<file path="config.mk">
export PLATFORM = sky130hd
export DESIGN_NAME = ftw_loader
export DESIGN_NICKNAME = d
export VERILOG_FILES = /design/src/rtl/fl_pkg.sv /design/src/rtl/fl_bcd2bin.sv /design/src/rtl/fl_ftw_calc.sv /design/src/rtl/fl_byte_ser.sv /design/src/rtl/ftw_loader.sv
export SDC_FILE = /design/constraint.sdc
export NUM_CORES = 1
export LEC_CHECK = 0
export BUFFER_PORTS_ARGS = -buffer_cell sky130_fd_sc_hd__buf_2
export CORE_MARGIN = 5
export CORE_UTILIZATION = 40
export DETAILED_ROUTE_END_ITERATION = 7
export PLACE_DENSITY_LB_ADDON = 0.05
export SLEW_MARGIN = 20
export SYNTH_ARGS = -nofsm -noshare
export SYNTH_HDL_FRONTEND = slang
export SYNTH_SLANG_ARGS = --single-unit
</file>
<file path="constraint.sdc">
create_clock -name clk_i -period 5.2 [get_ports clk_i]
set_clock_uncertainty 0.15 [all_clocks]
set_input_delay 0.52 -clock clk_i [delete_from_list [all_inputs] [get_ports clk_i]]
set_output_delay 0.52 -clock clk_i [all_outputs]
set_load 0.01 [all_outputs]
</file>
<file path="src/rtl/fl_pkg.sv">
package fl_pkg;
    typedef enum logic [1:0] {TOP_IDLE, TOP_CONV, TOP_CALC, TOP_SEND} top_st_e;
    typedef enum logic [1:0] {CALC_IDLE, CALC_MUL, CALC_DIV} calc_st_e;
    typedef enum logic [1:0] {SER_IDLE, SER_LOW, SER_HIGH} ser_st_e;
endpackage

</file>
<file path="src/rtl/fl_bcd2bin.sv">
module fl_bcd2bin #(
    parameter int DIGITS = 5,
    parameter int BIN_W  = 17
) (
    input  logic                  clk_i,
    input  logic                  rst_ni,
    input  logic                  start_i,
    input  logic [4*DIGITS-1:0]   digits_i,
    output logic [BIN_W-1:0]      bin_o,
    output logic                  done_o,
    output logic                  err_o
);
    localparam int IDX_W = (DIGITS > 1) ? $clog2(DIGITS) : 1;

    typedef struct packed {
        logic                run;
        logic [IDX_W-1:0]    idx;
        logic [4*DIGITS-1:0] sh;
        logic [BIN_W-1:0]    acc;
        logic                done;
        logic                err;
    } st_t;

    st_t s_d, s_q;
    logic [3:0]       nib;
    logic [BIN_W-1:0] times10;

    always_comb begin
        s_d      = s_q;
        s_d.done = 1'b0;
        s_d.err  = 1'b0;
        nib      = s_q.sh[4*DIGITS-1 -: 4];
        times10  = (s_q.acc << 3) + (s_q.acc << 1);
        if (start_i) begin
            s_d.run = 1'b1;
            s_d.idx = '0;
            s_d.sh  = digits_i;
            s_d.acc = '0;
        end else if (s_q.run) begin
            if (nib > 4'd9) begin
                s_d.run = 1'b0;
                s_d.err = 1'b1;
            end else begin
                s_d.acc = times10 + BIN_W'(nib);
                s_d.sh  = s_q.sh << 4;
                s_d.idx = s_q.idx + 1'b1;
                if (s_q.idx == IDX_W'(DIGITS - 1)) begin
                    s_d.run  = 1'b0;
                    s_d.done = 1'b1;
                end
            end
        end
    end

    always_ff @(posedge clk_i or negedge rst_ni) begin
        if (!rst_ni) s_q <= '0;
        else         s_q <= s_d;
    end

    assign bin_o  = s_q.acc;
    assign done_o = s_q.done;
    assign err_o  = s_q.err;
endmodule

</file>
<file path="src/rtl/fl_ftw_calc.sv">
module fl_ftw_calc
    import fl_pkg::*;
#(
    parameter int BIN_W     = 17,
    parameter int SCALE     = 400,
    parameter int SYSCLK_HZ = 50_000_000,
    parameter int FTW_W     = 48
) (
    input  logic              clk_i,
    input  logic              rst_ni,
    input  logic              clr_i,
    input  logic              start_i,
    input  logic [BIN_W-1:0]  bin_i,
    output logic [FTW_W-1:0]  ftw_o,
    output logic              done_o
);
    localparam int SCALE_W = $clog2(SCALE + 1);
    localparam int PROD_W  = BIN_W + SCALE_W;
    localparam int REM_W   = $clog2(SYSCLK_HZ) + 1;
    localparam int CNT_MAX = (FTW_W > SCALE_W) ? FTW_W : SCALE_W;
    localparam int CNT_W   = $clog2(CNT_MAX + 1);
    localparam logic [REM_W:0] DIVISOR = (REM_W + 1)'(SYSCLK_HZ);

    typedef struct packed {
        calc_st_e           st;
        logic [CNT_W-1:0]   cnt;
        logic [PROD_W-1:0]  mcand;
        logic [SCALE_W-1:0] mier;
        logic [PROD_W-1:0]  prod;
        logic [REM_W-1:0]   rem;
        logic [FTW_W-1:0]   q;
        logic               done;
    } st_t;

    st_t s_d, s_q;
    logic [PROD_W-1:0] prod_nx;
    logic [REM_W:0]    rem2;

    always_comb begin
        s_d      = s_q;
        s_d.done = 1'b0;
        prod_nx  = s_q.prod + (s_q.mier[0] ? s_q.mcand : '0);
        rem2     = {s_q.rem, 1'b0};
        if (clr_i) begin
            s_d.st = CALC_IDLE;
        end else if (start_i) begin
            s_d.st    = CALC_MUL;
            s_d.cnt   = '0;
            s_d.mcand = PROD_W'(bin_i);
            s_d.mier  = SCALE_W'(SCALE);
            s_d.prod  = '0;
        end else begin
            unique case (s_q.st)
                CALC_MUL: begin
                    s_d.prod  = prod_nx;
                    s_d.mcand = s_q.mcand << 1;
                    s_d.mier  = s_q.mier >> 1;
                    s_d.cnt   = s_q.cnt + 1'b1;
                    if (s_q.cnt == CNT_W'(SCALE_W - 1)) begin
                        s_d.st  = CALC_DIV;
                        s_d.cnt = '0;
                        s_d.rem = REM_W'(prod_nx);
                        s_d.q   = '0;
                    end
                end
                CALC_DIV: begin
                    if (rem2 >= DIVISOR) begin
                        s_d.rem = REM_W'(rem2 - DIVISOR);
                        s_d.q   = {s_q.q[FTW_W-2:0], 1'b1};
                    end else begin
                        s_d.rem = REM_W'(rem2);
                        s_d.q   = {s_q.q[FTW_W-2:0], 1'b0};
                    end
                    s_d.cnt = s_q.cnt + 1'b1;
                    if (s_q.cnt == CNT_W'(FTW_W - 1)) begin
                        s_d.st   = CALC_IDLE;
                        s_d.done = 1'b1;
                    end
                end
                default: ;
            endcase
        end
    end

    always_ff @(posedge clk_i or negedge rst_ni) begin
        if (!rst_ni) s_q <= '0;
        else         s_q <= s_d;
    end

    assign ftw_o  = s_q.q;
    assign done_o = s_q.done;
endmodule

</file>
<file path="src/rtl/fl_byte_ser.sv">
module fl_byte_ser
    import fl_pkg::*;
#(
    parameter int BYTE_W = 8,
    parameter int HALF   = 2
) (
    input  logic              clk_i,
    input  logic              rst_ni,
    input  logic              clr_i,
    input  logic              start_i,
    input  logic [BYTE_W-1:0] byte_i,
    output logic              sclk_o,
    output logic              sdo_o,
    output logic              we_o,
    output logic              done_o
);
    localparam int HC_W  = (HALF > 1) ? $clog2(HALF) : 1;
    localparam int BIT_W = $clog2(BYTE_W);

    typedef struct packed {
        ser_st_e           st;
        logic [HC_W-1:0]   hc;
        logic [BIT_W-1:0]  bitn;
        logic [BYTE_W-1:0] sh;
        logic              sclk;
        logic              sdo;
        logic              we;
        logic              done;
    } st_t;

    st_t s_d, s_q;

    always_comb begin
        s_d      = s_q;
        s_d.done = 1'b0;
        if (clr_i) begin
            s_d.st   = SER_IDLE;
            s_d.sclk = 1'b0;
            s_d.we   = 1'b0;
        end else if (start_i) begin
            s_d.st   = SER_LOW;
            s_d.hc   = '0;
            s_d.bitn = '0;
            s_d.sh   = byte_i;
            s_d.sdo  = byte_i[BYTE_W-1];
            s_d.we   = 1'b1;
            s_d.sclk = 1'b0;
        end else begin
            unique case (s_q.st)
                SER_LOW: begin
                    if (s_q.hc == HC_W'(HALF - 1)) begin
                        s_d.st   = SER_HIGH;
                        s_d.hc   = '0;
                        s_d.sclk = 1'b1;
                    end else begin
                        s_d.hc = s_q.hc + 1'b1;
                    end
                end
                SER_HIGH: begin
                    if (s_q.hc == HC_W'(HALF - 1)) begin
                        s_d.hc   = '0;
                        s_d.sclk = 1'b0;
                        if (s_q.bitn == BIT_W'(BYTE_W - 1)) begin
                            s_d.st   = SER_IDLE;
                            s_d.we   = 1'b0;
                            s_d.done = 1'b1;
                        end else begin
                            s_d.st   = SER_LOW;
                            s_d.bitn = s_q.bitn + 1'b1;
                            s_d.sh   = s_q.sh << 1;
                            s_d.sdo  = s_q.sh[BYTE_W-2];
                        end
                    end else begin
                        s_d.hc = s_q.hc + 1'b1;
                    end
                end
                default: ;
            endcase
        end
    end

    always_ff @(posedge clk_i or negedge rst_ni) begin
        if (!rst_ni) s_q <= '0;
        else         s_q <= s_d;
    end

    assign sclk_o = s_q.sclk;
    assign sdo_o  = s_q.sdo;
    assign we_o   = s_q.we;
    assign done_o = s_q.done;
endmodule

</file>
<file path="src/rtl/ftw_loader.sv">
module ftw_loader
    import fl_pkg::*;
#(
    parameter int DIGITS       = 5,
    parameter int FTW_W        = 48,
    parameter int BYTE_W       = 8,
    parameter int SYSCLK_HZ    = 50_000_000,
    parameter int STEP_HZ      = 100,
    parameter int CARRIER_MULT = 4,
    parameter int SCLK_HALF    = 2,
    parameter int SYNC_STAGES  = 2
) (
    input  logic                clk_i,
    input  logic                rst_ni,
    input  logic                load_req_ni,
    input  logic [4*DIGITS-1:0] digits_i,
    output logic                sclk_o,
    output logic                sdo_o,
    output logic                we_o,
    output logic                done_o,
    output logic                err_o
);
    localparam int BYTES = FTW_W / BYTE_W;
    localparam int BIN_W = $clog2(10 ** DIGITS);
    localparam int SCALE = STEP_HZ * CARRIER_MULT;
    localparam int BI_W  = (BYTES > 1) ? $clog2(BYTES) : 1;

    typedef struct packed {
        logic [SYNC_STAGES-1:0] sync;
        logic                   prev;
        logic                   boot;
        top_st_e                st;
        logic [BI_W-1:0]        bidx;
        logic                   go;
        logic                   done;
        logic                   err;
    } st_t;

    st_t s_d, s_q;

    logic              trig;
    logic              calc_start;
    logic              conv_done, conv_err, calc_done, ser_done;
    logic [BIN_W-1:0]  bin;
    logic [FTW_W-1:0]  ftw;
    logic [BI_W-1:0]   sel;
    logic [BYTE_W-1:0] tx_byte;

    always_comb begin
        s_d        = s_q;
        s_d.done   = 1'b0;
        s_d.go     = 1'b0;
        s_d.sync   = {s_q.sync[SYNC_STAGES-2:0], load_req_ni};
        s_d.prev   = s_q.sync[SYNC_STAGES-1];
        trig       = s_q.boot | (s_q.prev & ~s_q.sync[SYNC_STAGES-1]);
        calc_start = 1'b0;
        sel        = BI_W'(BYTES - 1) - s_q.bidx;
        tx_byte    = ftw[int'(sel)*BYTE_W +: BYTE_W];
        if (trig) begin
            s_d.st   = TOP_CONV;
            s_d.boot = 1'b0;
            s_d.err  = 1'b0;
        end else begin
            unique case (s_q.st)
                TOP_CONV: begin
                    if (conv_err) begin
                        s_d.st  = TOP_IDLE;
                        s_d.err = 1'b1;
                    end else if (conv_done) begin
                        s_d.st     = TOP_CALC;
                        calc_start = 1'b1;
                    end
                end
                TOP_CALC: begin
                    if (calc_done) begin
                        s_d.st   = TOP_SEND;
                        s_d.bidx = '0;
                        s_d.go   = 1'b1;
                    end
                end
                TOP_SEND: begin
                    if (ser_done) begin
                        if (s_q.bidx == BI_W'(BYTES - 1)) begin
                            s_d.st   = TOP_IDLE;
                            s_d.done = 1'b1;
                        end else begin
                            s_d.bidx = s_q.bidx + 1'b1;
                            s_d.go   = 1'b1;
                        end
                    end
                end
                default: ;
            endcase
        end
    end

    always_ff @(posedge clk_i or negedge rst_ni) begin
        if (!rst_ni) begin
            s_q      <= '0;
            s_q.sync <= '1;
            s_q.prev <= 1'b1;
            s_q.boot <= 1'b1;
        end else begin
            s_q <= s_d;
        end
    end

    fl_bcd2bin #(.DIGITS(DIGITS), .BIN_W(BIN_W)) u_conv (
        .clk_i   (clk_i),
        .rst_ni  (rst_ni),
        .start_i (trig),
        .digits_i(digits_i),
        .bin_o   (bin),
        .done_o  (conv_done),
        .err_o   (conv_err)
    );

    fl_ftw_calc #(
        .BIN_W(BIN_W), .SCALE(SCALE), .SYSCLK_HZ(SYSCLK_HZ), .FTW_W(FTW_W)
    ) u_calc (
        .clk_i  (clk_i),
        .rst_ni (rst_ni),
        .clr_i  (trig),
        .start_i(calc_start),
        .bin_i  (bin),
        .ftw_o  (ftw),
        .done_o (calc_done)
    );

    fl_byte_ser #(.BYTE_W(BYTE_W), .HALF(SCLK_HALF)) u_ser (
        .clk_i  (clk_i),
        .rst_ni (rst_ni),
        .clr_i  (trig),
        .start_i(s_q.go),
        .byte_i (tx_byte),
        .sclk_o (sclk_o),
        .sdo_o  (sdo_o),
        .we_o   (we_o),
        .done_o (ser_done)
    );

    assign done_o = s_q.done;
    assign err_o  = s_q.err;
endmodule

</file>
==> flow_summary.json, run 1 <==
{
  "outcome": "completed",
  "syn_area_sq_mm": 0.0118,
  "post_cts_buffers": 0,
  "hold_viol_final": 0,
  "wire_per_inst_um": 17.0,
  "place_congestion": 0.786,
  "wl_mm": 27.7,
  "ys_seq_area_frac": 0.457,
  "synthAdderAreaFrac": 0.0759,
  "synth_top_family_by_area": "compound AO/OA/AOI/OAI gates",
  "seq_power_share": 0.455,
  "worst_slew_pin_slew_ns": 1.04,
  "grt_pass1_wl_mm": 46.8,
  "ant_nets": 0,
  "p_int_mw": 2.92,
  "power_mw": 3.84,
  "leakage_nw": 6.12,
  "rsz0062_at_grt": "no",
  "cts_resized": 0,
  "synth_xor_area_frac": 0.0415,
  "synthTopCellsByArea": "dfrtp_1, ha_1, a22o_1",
  "cp_slowest_stage_delay_ns": 0.63,
  "clk_pin_slew_ns": 0.06,
  "register_area_sq_mm": 0.00541,
  "place_inst": 1578,
  "dieArea_sq_mm": 0.0331,
  "worstSetupPathType": "flip-flop to flip-flop",
  "groute.usage.overall": 0.167,
  "fillers": 2814,
  "synthMostInstantiatedCell": "dfrtp_1",
  "die_w_um": 182,
  "synth_edf_count": 0,
  "port_buffers": 27,
  "antenna_found_initial": 0,
  "setup_viol": 0,
  "ys_ff_latch": 216,
  "drc_errors": 0,
  "drive_gt1_frac": 0.0889,
  "cts_buffer_depth": 3,
  "arrival_ns": 3.86,
  "netSwitchingPower_mw": 0.930,
  "synth-compound-area-share": 0.205,
  "initial_core_util": 0.402,
  "synth_common_cells": "dfrtp_1, nand2_1, nor2_1, a22o_1, o21ai_0",
  "area_growth_pct": 12.0,
  "combPwrFrac": 0.071,
  "crit_path_end_kind": "flip-flop",
  "clock_power_share": 0.474,
  "synth_flop_cell": "dfrtp_1",
  "synthMuxAreaShare": 0.0415,
  "synth_largest_area_cell": "dfrtp_1",
  "multi_input_area_sq_mm": 0.00603,
  "viasPerCell": 5.42,
  "stdcell_count": 1628,
  "critPathLaunchType": "flip-flop",
  "syn_avg_cell_area_sq_um": 9.77,
  "dp_hpwl_mm": 18.6,
  "io_pins": 28,
  "pwr_density_cell_mw_per_mm2": 290,
  "synthCells": 1211,
  "slew_headroom": 0.308,
  "worst-r2r-setup-slack_ns": 1.58,
  "nets": 1311,
  "crit_fanout": 27,
  "finalCritPeriodShare": 0.696,
  "synthesis.nets": 1304,
  "grt_max_degree": 117,
  "ys_types": 70,
  "die_h_um": 182,
  "cts_tree": "yes",
  "setup_tns_ns": 0,
  "synth-async-reset-ratio": 1.00,
  "crit_slowest_cell": "o311ai_0",
  "ir_drop_mv": 0.180,
  "cts_root_buffer": "clkbuf_16",
  "cts_hold_buffers": 2,
  "grt_pass1_vias": 8999,
  "whs_ns": 0.0307,
  "crit_chain": "and2_1, ha_1, inv_1, fa_1, nor2b_1, o31a_1, o311ai_0, nand2_1, o21ai_0, o21bai_1, xnor2_1, o221ai_1",
  "fin_crit_ns": 3.62,
  "vias": 8822,
  "ys_warn_count": 0,
  "yosys.area.top_type_share": 0.448,
  "first_iter_violations": 505,
  "antenna_cells": 0,
  "clock_latency_ns": 0.53,
  "cts_sinks": 216,
  "maxCapViolations": 0,
  "cts_buffers": 26,
  "cp_data_required_time_ns": 5.44,
  "drt_pass1_iterations": 5,
  "grt_remaining_overflow": 0,
  "core_area_sq_mm": 0.0294,
  "hold_class": "input port to flip-flop",
  "rows": 63,
  "yosys.area_share.simple": 0.143,
  "timing.fmax_ghz": 0.276,
  "slew_viol_final": 0,
  "htreeDepth": 1,
  "netSwitchingFraction": 0.242
}
through the flow:
| stage | cell area (sq um) | util | setup slack [ns] |
|---|---|---|---|
| after global placement | 12400 | 0.421 | 1.62 |
| after floorplan | 11800 | - | 2.21 |
| after global routing | 13300 | 0.451 | 1.16 |
| after detailed placement | 12400 | 0.421 | 1.59 |
| final | 13300 | 0.451 | 1.58 |
| after CTS | 13300 | 0.451 | 1.58 |
cells by family after synthesis:
group | after synthesis
multiplexers | 39
flip-flops | 216
buffers and inverters | 111
AND/OR/NAND/NOR | 368
adder cells (fa/ha/maj) | 70
XOR/XNOR | 56
other | 1
AO/OA/AOI/OAI | 350
final timing paths:
check / from / to / cells past startpoint
max: u_calc.s_q[102] / u_calc.rem2[23] / 12
min: digits_i[0] / u_conv.s_q[19] / 3
max reg2reg: u_calc.s_q[102] / u_calc.rem2[23] / 12
min reg2reg: s_d[11] / s_d[9] / 0
max in group asynchronous: rst_ni / u_conv.nib[3] / 3
min in group asynchronous: rst_ni / u_calc.rem2[27] / 2
flip-flops by register name (all words and copies together) (netlist names):
name / count
done_o: 1
err_o: 1
s_d: 2
s_q: 8
u_calc.done_o: 1
u_calc.ftw_o: 48
u_calc.rem2: 27
u_calc.s_q: 69
u_conv.bin_o: 17
u_conv.done_o: 1
u_conv.err_o: 1
u_conv.nib: 4
u_conv.s_q: 20
u_ser.done_o: 1
u_ser.s_q: 12
u_ser.sclk_o: 1
u_ser.sdo_o: 1
u_ser.we_o: 1
worst max-delay path: cells and delay by family (launching register included):
| family | cells | cell delay, ns |
|---|---|---|
| AOI/OAI and AO/OA | 5 | 1.57 |
| DFF | 1 | 0.60 |
| and+or+nand+nor | 3 | 0.50 |
| adders and majority gates | 2 | 0.40 |
| xor gates and xnor gates | 1 | 0.20 |
| buffers and inverters | 1 | 0.07 |
power by group through the flow:
stage	Sequential, mW	Combinational, mW	Clock, mW
3_3_place_gp	1.78	0.277	0
4_1_cts	1.75	0.281	1.88
6_report	1.75	0.273	1.82
5_1_grt	1.76	0.319	1.95
2_1_floorplan	1.77	0.185	0
3_5_place_dp	1.78	0.278	0
area by class of cell:
class | instances | area share
Inverter | 45 | 0.0127
Multi-Input combinational cell | 884 | 0.455
Tap cell | 390 | 0.0368
Clock inverter | 4 | 0.00425
Sequential cell | 216 | 0.408
Clock buffer | 44 | 0.0610
Timing Repair Buffer | 45 | 0.0215
layout by cell type (no fill, tap or decap), types with 4 or more instances in the layout:
cell,instances
dfrtp_1,212
nand2_1,149
nor2_1,90
a22o_1,85
o21ai_0,81
ha_1,67
a21oi_1,57
inv_1,45
xnor2_1,38
and2_1,31
mux2i_1,31
clkbuf_16,26
buf_2,26
nand3_1,23
a31oi_1,23
nor3_1,21
a21o_1,19
xor2_1,18
buf_4,16
a22oi_1,13
o22ai_1,11
a221o_1,10
nand4_1,9
clkbuf_8,9
clkbuf_1,9
or3_1,8
mux4_2,8
and3_1,6
o211ai_1,5
a211oi_1,5
o21bai_1,5
nand3b_1,5
o21a_1,4
nor2b_1,4
dfstp_2,4
routing by layer:
metal / global-route usage / vias to the layer above / share of wire
li1: - / 4375 / -
met1: 0.246 / 4298 / 0.50
met2: 0.266 / 119 / 0.45
met3: 0.0244 / 30 / 0.036
met4: 0.0291 / 0 / 0.012
met5: 0 / - / 0
(Power assumes the default switching activity.)
==> inputs of run 2 (changes only) <==
==> constraint.sdc (replaced) <==
create_clock -name clk_i -period 3.35 [get_ports clk_i]
set_clock_uncertainty 0.15 [all_clocks]
set_input_delay 0.335 -clock clk_i [delete_from_list [all_inputs] [get_ports clk_i]]
set_output_delay 0.335 -clock clk_i [all_outputs]
set_load 0.01 [all_outputs]
==> flow_summary.json, run 2 (same netlist as run 1, synthesis figures left out) <==
{
  "outcome": "completed",
  "initial_core_util": 0.402,
  "hold_class": "flip-flop to flip-flop",
  "crit_chain": "inv_1, fa_1, inv_1, fa_1, a21o_1, a21oi_2, o21ba_2, o21ai_1, nand4_1, a31oi_1, nor4b_1, a311o_1",
  "cp_num_buf_inv": 2,
  "rr_startpoint": "u_conv.bin_o[0]",
  "drt_pass1_iterations": 5,
  "drc_errors": 0,
  "dieArea_sq_mm": 0.0331,
  "hold_viol_final": 0,
  "groute.usage.overall": 0.170,
  "fin_area_sq_mm": 0.0136,
  "clk_pin_slew_ns": 0.06,
  "port_buffers": 27,
  "wl_mm": 27.9,
  "first_iter_violations": 423,
  "grt_max_degree": 77,
  "setup_tns_ns": 0,
  "crit_start": "u_conv.bin_o[0]",
  "maxCapViolations": 0,
  "leakage_nw": 6.31,
  "fin_crit_ns": 3.08,
  "core_area_sq_mm": 0.0294,
  "cts_sinks": 216,
  "post-place-ws_ns": 0.140,
  "crit_path_end_kind": "flip-flop",
  "nets": 1344,
  "cts_tree": "yes",
  "antenna_found_initial": 0,
  "rows": 63,
  "grt_remaining_overflow": 0,
  "crit_slowest_cell": "fa_1",
  "clock_latency_ns": 0.55,
  "die_w_um": 182,
  "slew_headroom": 0.473,
  "seq_power_share": 0.446,
  "setup_viol": 0,
  "arrival_ns": 3.36,
  "largest_register": "u_calc.s_q",
  "drive_gt1_frac": 0.104,
  "crit_fanout": 2,
  "power_mw": 6.09,
  "cp_data_required_time_ns": 3.63,
  "viasPerCell": 5.45,
  "final_common_cell": "dfrtp_1",
  "worst_slew_pin_slew_ns": 0.791,
  "io_pins": 28,
  "netSwitchingFraction": 0.245,
  "worstSetupPathType": "flip-flop to flip-flop",
  "htreeDepth": 1,
  "place_congestion": 0.843,
  "holdCritStartpoint": "s_d[11]",
  "post-route-util": 0.464,
  "cts_buffers": 27,
  "p_int_mw": 4.60,
  "die_h_um": 182,
  "pwr_density_cell_mw_per_mm2": 446,
  "clock_power_share": 0.478,
  "cts_buffer_depth": 3,
  "grt_pass1_wl_mm": 47.6,
  "antenna_cells": 0,
  "ant_nets": 0,
  "area_growth_pct": 15.3,
  "placed_area_sq_mm": 0.0125,
  "wire_per_inst_um": 16.8,
  "slew_viol_final": 0,
  "critPathLaunchType": "flip-flop",
  "ir_drop_mv": 0.346,
  "cp_top_family": "compound AO/OA/AOI/OAI gates",
  "netSwitchingPower_mw": 1.49,
  "timing.fmax_ghz": 0.324,
  "finalCritPeriodShare": 0.920,
  "cp_slowest_stage_delay_ns": 0.52,
  "cts_root_buffer": "clkbuf_16",
  "vias": 9039,
  "grt_pass1_vias": 9170,
  "setup_ws_ns": 0.267,
  "combPwrFrac": 0.076,
  "rsz0062_at_grt": "no",
  "largest_reg_flops": 69,
  "dp_hpwl_mm": 18.8,
  "layout_common_cells": "dfrtp_1, nand2_1, nor2_1, a22o_1, o21ai_0"
}
## run 2: changes by cell type in the layout (fill, tap and decap cells not counted), moves of 3 or more
cell and change:
buf_4 +9, dlygate4sd3_1 +20, clkbuf_1 -5, buf_12 +3
## run 2: repair_timing
item / CTS / global route
hold buffers: 22 / 0
buffers inserted: 0 / 1
setup endpoints to repair: 0 / 17
resized for setup: 0 / 8
endpoints found under the hold margin: 90 / 0
## run 2: path summary, 6_finish.rpt
path,slack (ns),endpoint,depth (start not counted)
max,0.27,u_conv.bin_o[14],12
min,0.20,s_d[9],0
max reg2reg,0.27,u_conv.bin_o[14],12
min reg2reg,0.20,s_d[9],0
max in group asynchronous,2.00,u_ser.s_q[8],3
min in group asynchronous,0.21,u_calc.rem2[18],2
## run 2: metal layers
layer  GRT usage  up-vias  routed length (um)
met1       0.245     4431               13800
met2       0.271      123               12700
li1            -     4443                   -
met5           0        -                   0
met3      0.0258       42                 884
met4      0.0375        0                 583
## run 2: metrics by stage
stage | cells | hold WS, ns
global placement | 1589 | 0.196
finish | 1660 | 0.205
floorplan | 1211 | -0.111
CTS | 1659 | 0.206
detailed placement | 1589 | 0.198
global route | 1660 | 0.214
## run 2: final cells by class
type | instances | area, sq um
clock buffer | 40 | 815
clock inverter | 8 | 85.1
fill | 2811 | 15800
multi-input combinational | 884 | 6050
tap | 390 | 488
timing repair buffer | 77 | 613
inverter | 45 | 169
sequential | 216 | 5410
## run 2: power groups by stage
stage	Sequential [mW]	Clock [mW]	Combinational (mW)
floorplan	2.75	0	0.287
global placement	2.76	0	0.451
detailed placement	2.77	0	0.449
CTS	2.72	3.01	0.471
global route	2.73	3.10	0.537
finish	2.72	2.91	0.461
==> inputs of run 3 (changes only) <==
--- a/config.mk
+++ b/config.mk
@@ -10,6 +10,7 @@
 export CORE_UTILIZATION = 40
 export DETAILED_ROUTE_END_ITERATION = 7
 export PLACE_DENSITY_LB_ADDON = 0.05
+export RECOVER_POWER = 50
 export SLEW_MARGIN = 20
 export SYNTH_ARGS = -nofsm -noshare
 export SYNTH_HDL_FRONTEND = slang
==> flow_summary.json, run 3 (same netlist as run 1, synthesis figures left out) <==
{
  "rows": 63,
  "io_pins": 28,
  "wl_met1_mm": 13.8,
  "ant_nets": 0,
  "htreeDepth": 1,
  "grt_pass1_vias": 9170,
  "crit_path_end_kind": "flip-flop",
  "largest_reg_flops": 69,
  "clk_pin_slew_ns": 0.06,
  "outcome": "complete, but fails checks",
  "groute.usage.overall": 0.170,
  "grt_max_degree": 77,
  "fin_crit_ns": 3.09,
  "pwr_density_cell_mw_per_mm2": 447,
  "arrival_ns": 3.36,
  "viasPerCell": 5.43,
  "initial_core_util": 0.402,
  "largest_register": "u_calc.s_q",
  "cts_buffers": 27,
  "first_iter_violations": 429,
  "reg2regPathDepth": 11,
  "ir_drop_mv": 0.347,
  "cts_root_buffer": "clkbuf_16",
  "wire_per_inst_um": 16.8,
  "final_common_cell": "dfrtp_1",
  "leakage_nw": 6.30,
  "timing.fmax_ghz": 0.324,
  "die_h_um": 182,
  "crit_chain": "nand2_1, inv_1, ha_1, a21o_1, a41oi_1, a21oi_1, o211ai_1, and3b_1, o21ai_0, xor2_1, a221o_1",
  "crit_fanout": 16,
  "holdCritStartpoint": "s_d[11]",
  "worstSetupPathType": "flip-flop to flip-flop",
  "maxCapViolations": 1,
  "cp_slowest_stage_delay_ns": 0.48,
  "dieArea_sq_mm": 0.0331,
  "violations": "capacitance limit, slew limit",
  "slew_headroom": -0.317,
  "critPathLaunchType": "flip-flop",
  "hold_viol_final": 0,
  "port_buffers": 27,
  "crit_start": "u_calc.s_q[102]",
  "hold_depth": 0,
  "topRoutingLayerUsed": "met4",
  "drive_gt1_frac": 0.102,
  "area_growth_pct": 15.1,
  "clock_latency_ns": 0.55,
  "fin_area_sq_mm": 0.0136,
  "vias": 9006,
  "layout_common_cells": "dfrtp_1, nand2_1, nor2_1, a22o_1, o21ai_0",
  "wl_met3_um": 840,
  "nets": 1344,
  "cts_sinks": 216,
  "core_area_sq_mm": 0.0294,
  "placed_area_sq_mm": 0.0125,
  "die_w_um": 182,
  "slew_viol_final": 75,
  "cts_tree": "yes",
  "setup_viol": 0,
  "dr_wl_met2_mm": 12.7,
  "grt_pass1_wl_mm": 47.6,
  "antenna_cells": 0,
  "crit_slowest_cell": "dfrtp_2",
  "rr_startpoint": "u_calc.s_q[102]",
  "drc_errors": 0,
  "place_congestion": 0.843,
  "setup_tns_ns": 0,
  "worst_slew_pin_slew_ns": 1.98,
  "grt_remaining_overflow": 0,
  "antenna_found_initial": 0,
  "fillers": 2811,
  "cts_buffer_depth": 3,
  "wl_mm": 27.9,
  "dp_hpwl_mm": 18.8,
  "rsz0062_at_grt": "no",
  "drt_pass1_iterations": 5,
  "cp_data_required_time_ns": 3.62,
  "hold_class": "flip-flop to flip-flop",
  "worst-r2r-setup-slack_ns": 0.26,
  "finalCritPeriodShare": 0.922
}
## run 3: cell count changes in the layout (fill, tap and decap cells not counted), sizes merged
cell and change:
clkbuf +3, buf -3
## run 3: worst max-delay path: cells and delay by family (launching register included)
kind	cells	cell delay, ns
DFF	1	0.48
xor gates and xnor gates	1	0.18
buffers and inverters	1	0.05
and+or+nand+nor	2	0.43
AOI/OAI and AO/OA	6	1.40
adders and majority gates	1	0.26
## run 3: final cells by class
cell class	count	area (sq um)	share of cell area
clock buffer	40	815	0.0598
multi-input combinational	884	6050	0.445
clock inverter	8	85.1	0.00625
timing repair buffer	77	597	0.0438
sequential	216	5410	0.397
tap	390	488	0.0358
inverter	45	169	0.0124
## run 3: path summary, 6_finish.rpt
path,to
min in group asynchronous,u_calc.rem2[18]
min reg2reg,s_d[9]
max,u_calc.rem2[22]
max reg2reg,u_calc.rem2[22]
max in group asynchronous,u_ser.s_q[9]
min,s_d[9]
## run 3: through the flow
| step | setup WS (ns) | util | instances | hold slack (ns) | total power [mW] |
|---|---|---|---|---|---|
| 2_1_floorplan | 0.361 | - | 1211 | -0.111 | 3.04 |
| 3_3_place_gp | 0.181 | 0.425 | 1589 | 0.196 | 3.21 |
| 3_5_place_dp | 0.140 | 0.425 | 1589 | 0.198 | 3.21 |
| 4_1_cts | 0.119 | 0.463 | 1659 | 0.206 | 6.20 |
| 5_1_grt | 0.0114 | 0.463 | 1660 | 0.214 | 6.36 |
| 6_report | 0.261 | 0.463 | 1660 | 0.205 | 6.09 |
## run 3: metal layers
layer	GRT usage	up-vias
li1	-	4446
met1	0.245	4417
met2	0.271	103
met3	0.0258	40
met4	0.0375	0
met5	0	-
## run 3: power by group
part	internal, mW	switching [mW]
Sequential	2.67	0.0465
Combinational	0.170	0.289
Clock	1.76	1.15
## run 3: what timing repair did
item                                   4_1_cts  5_1_grt
buffers inserted                             0        1
gates resized for setup                      0        8
hold buffers                                22        0
setup endpoints to repair                    0       17
endpoints found under the hold margin       90        0
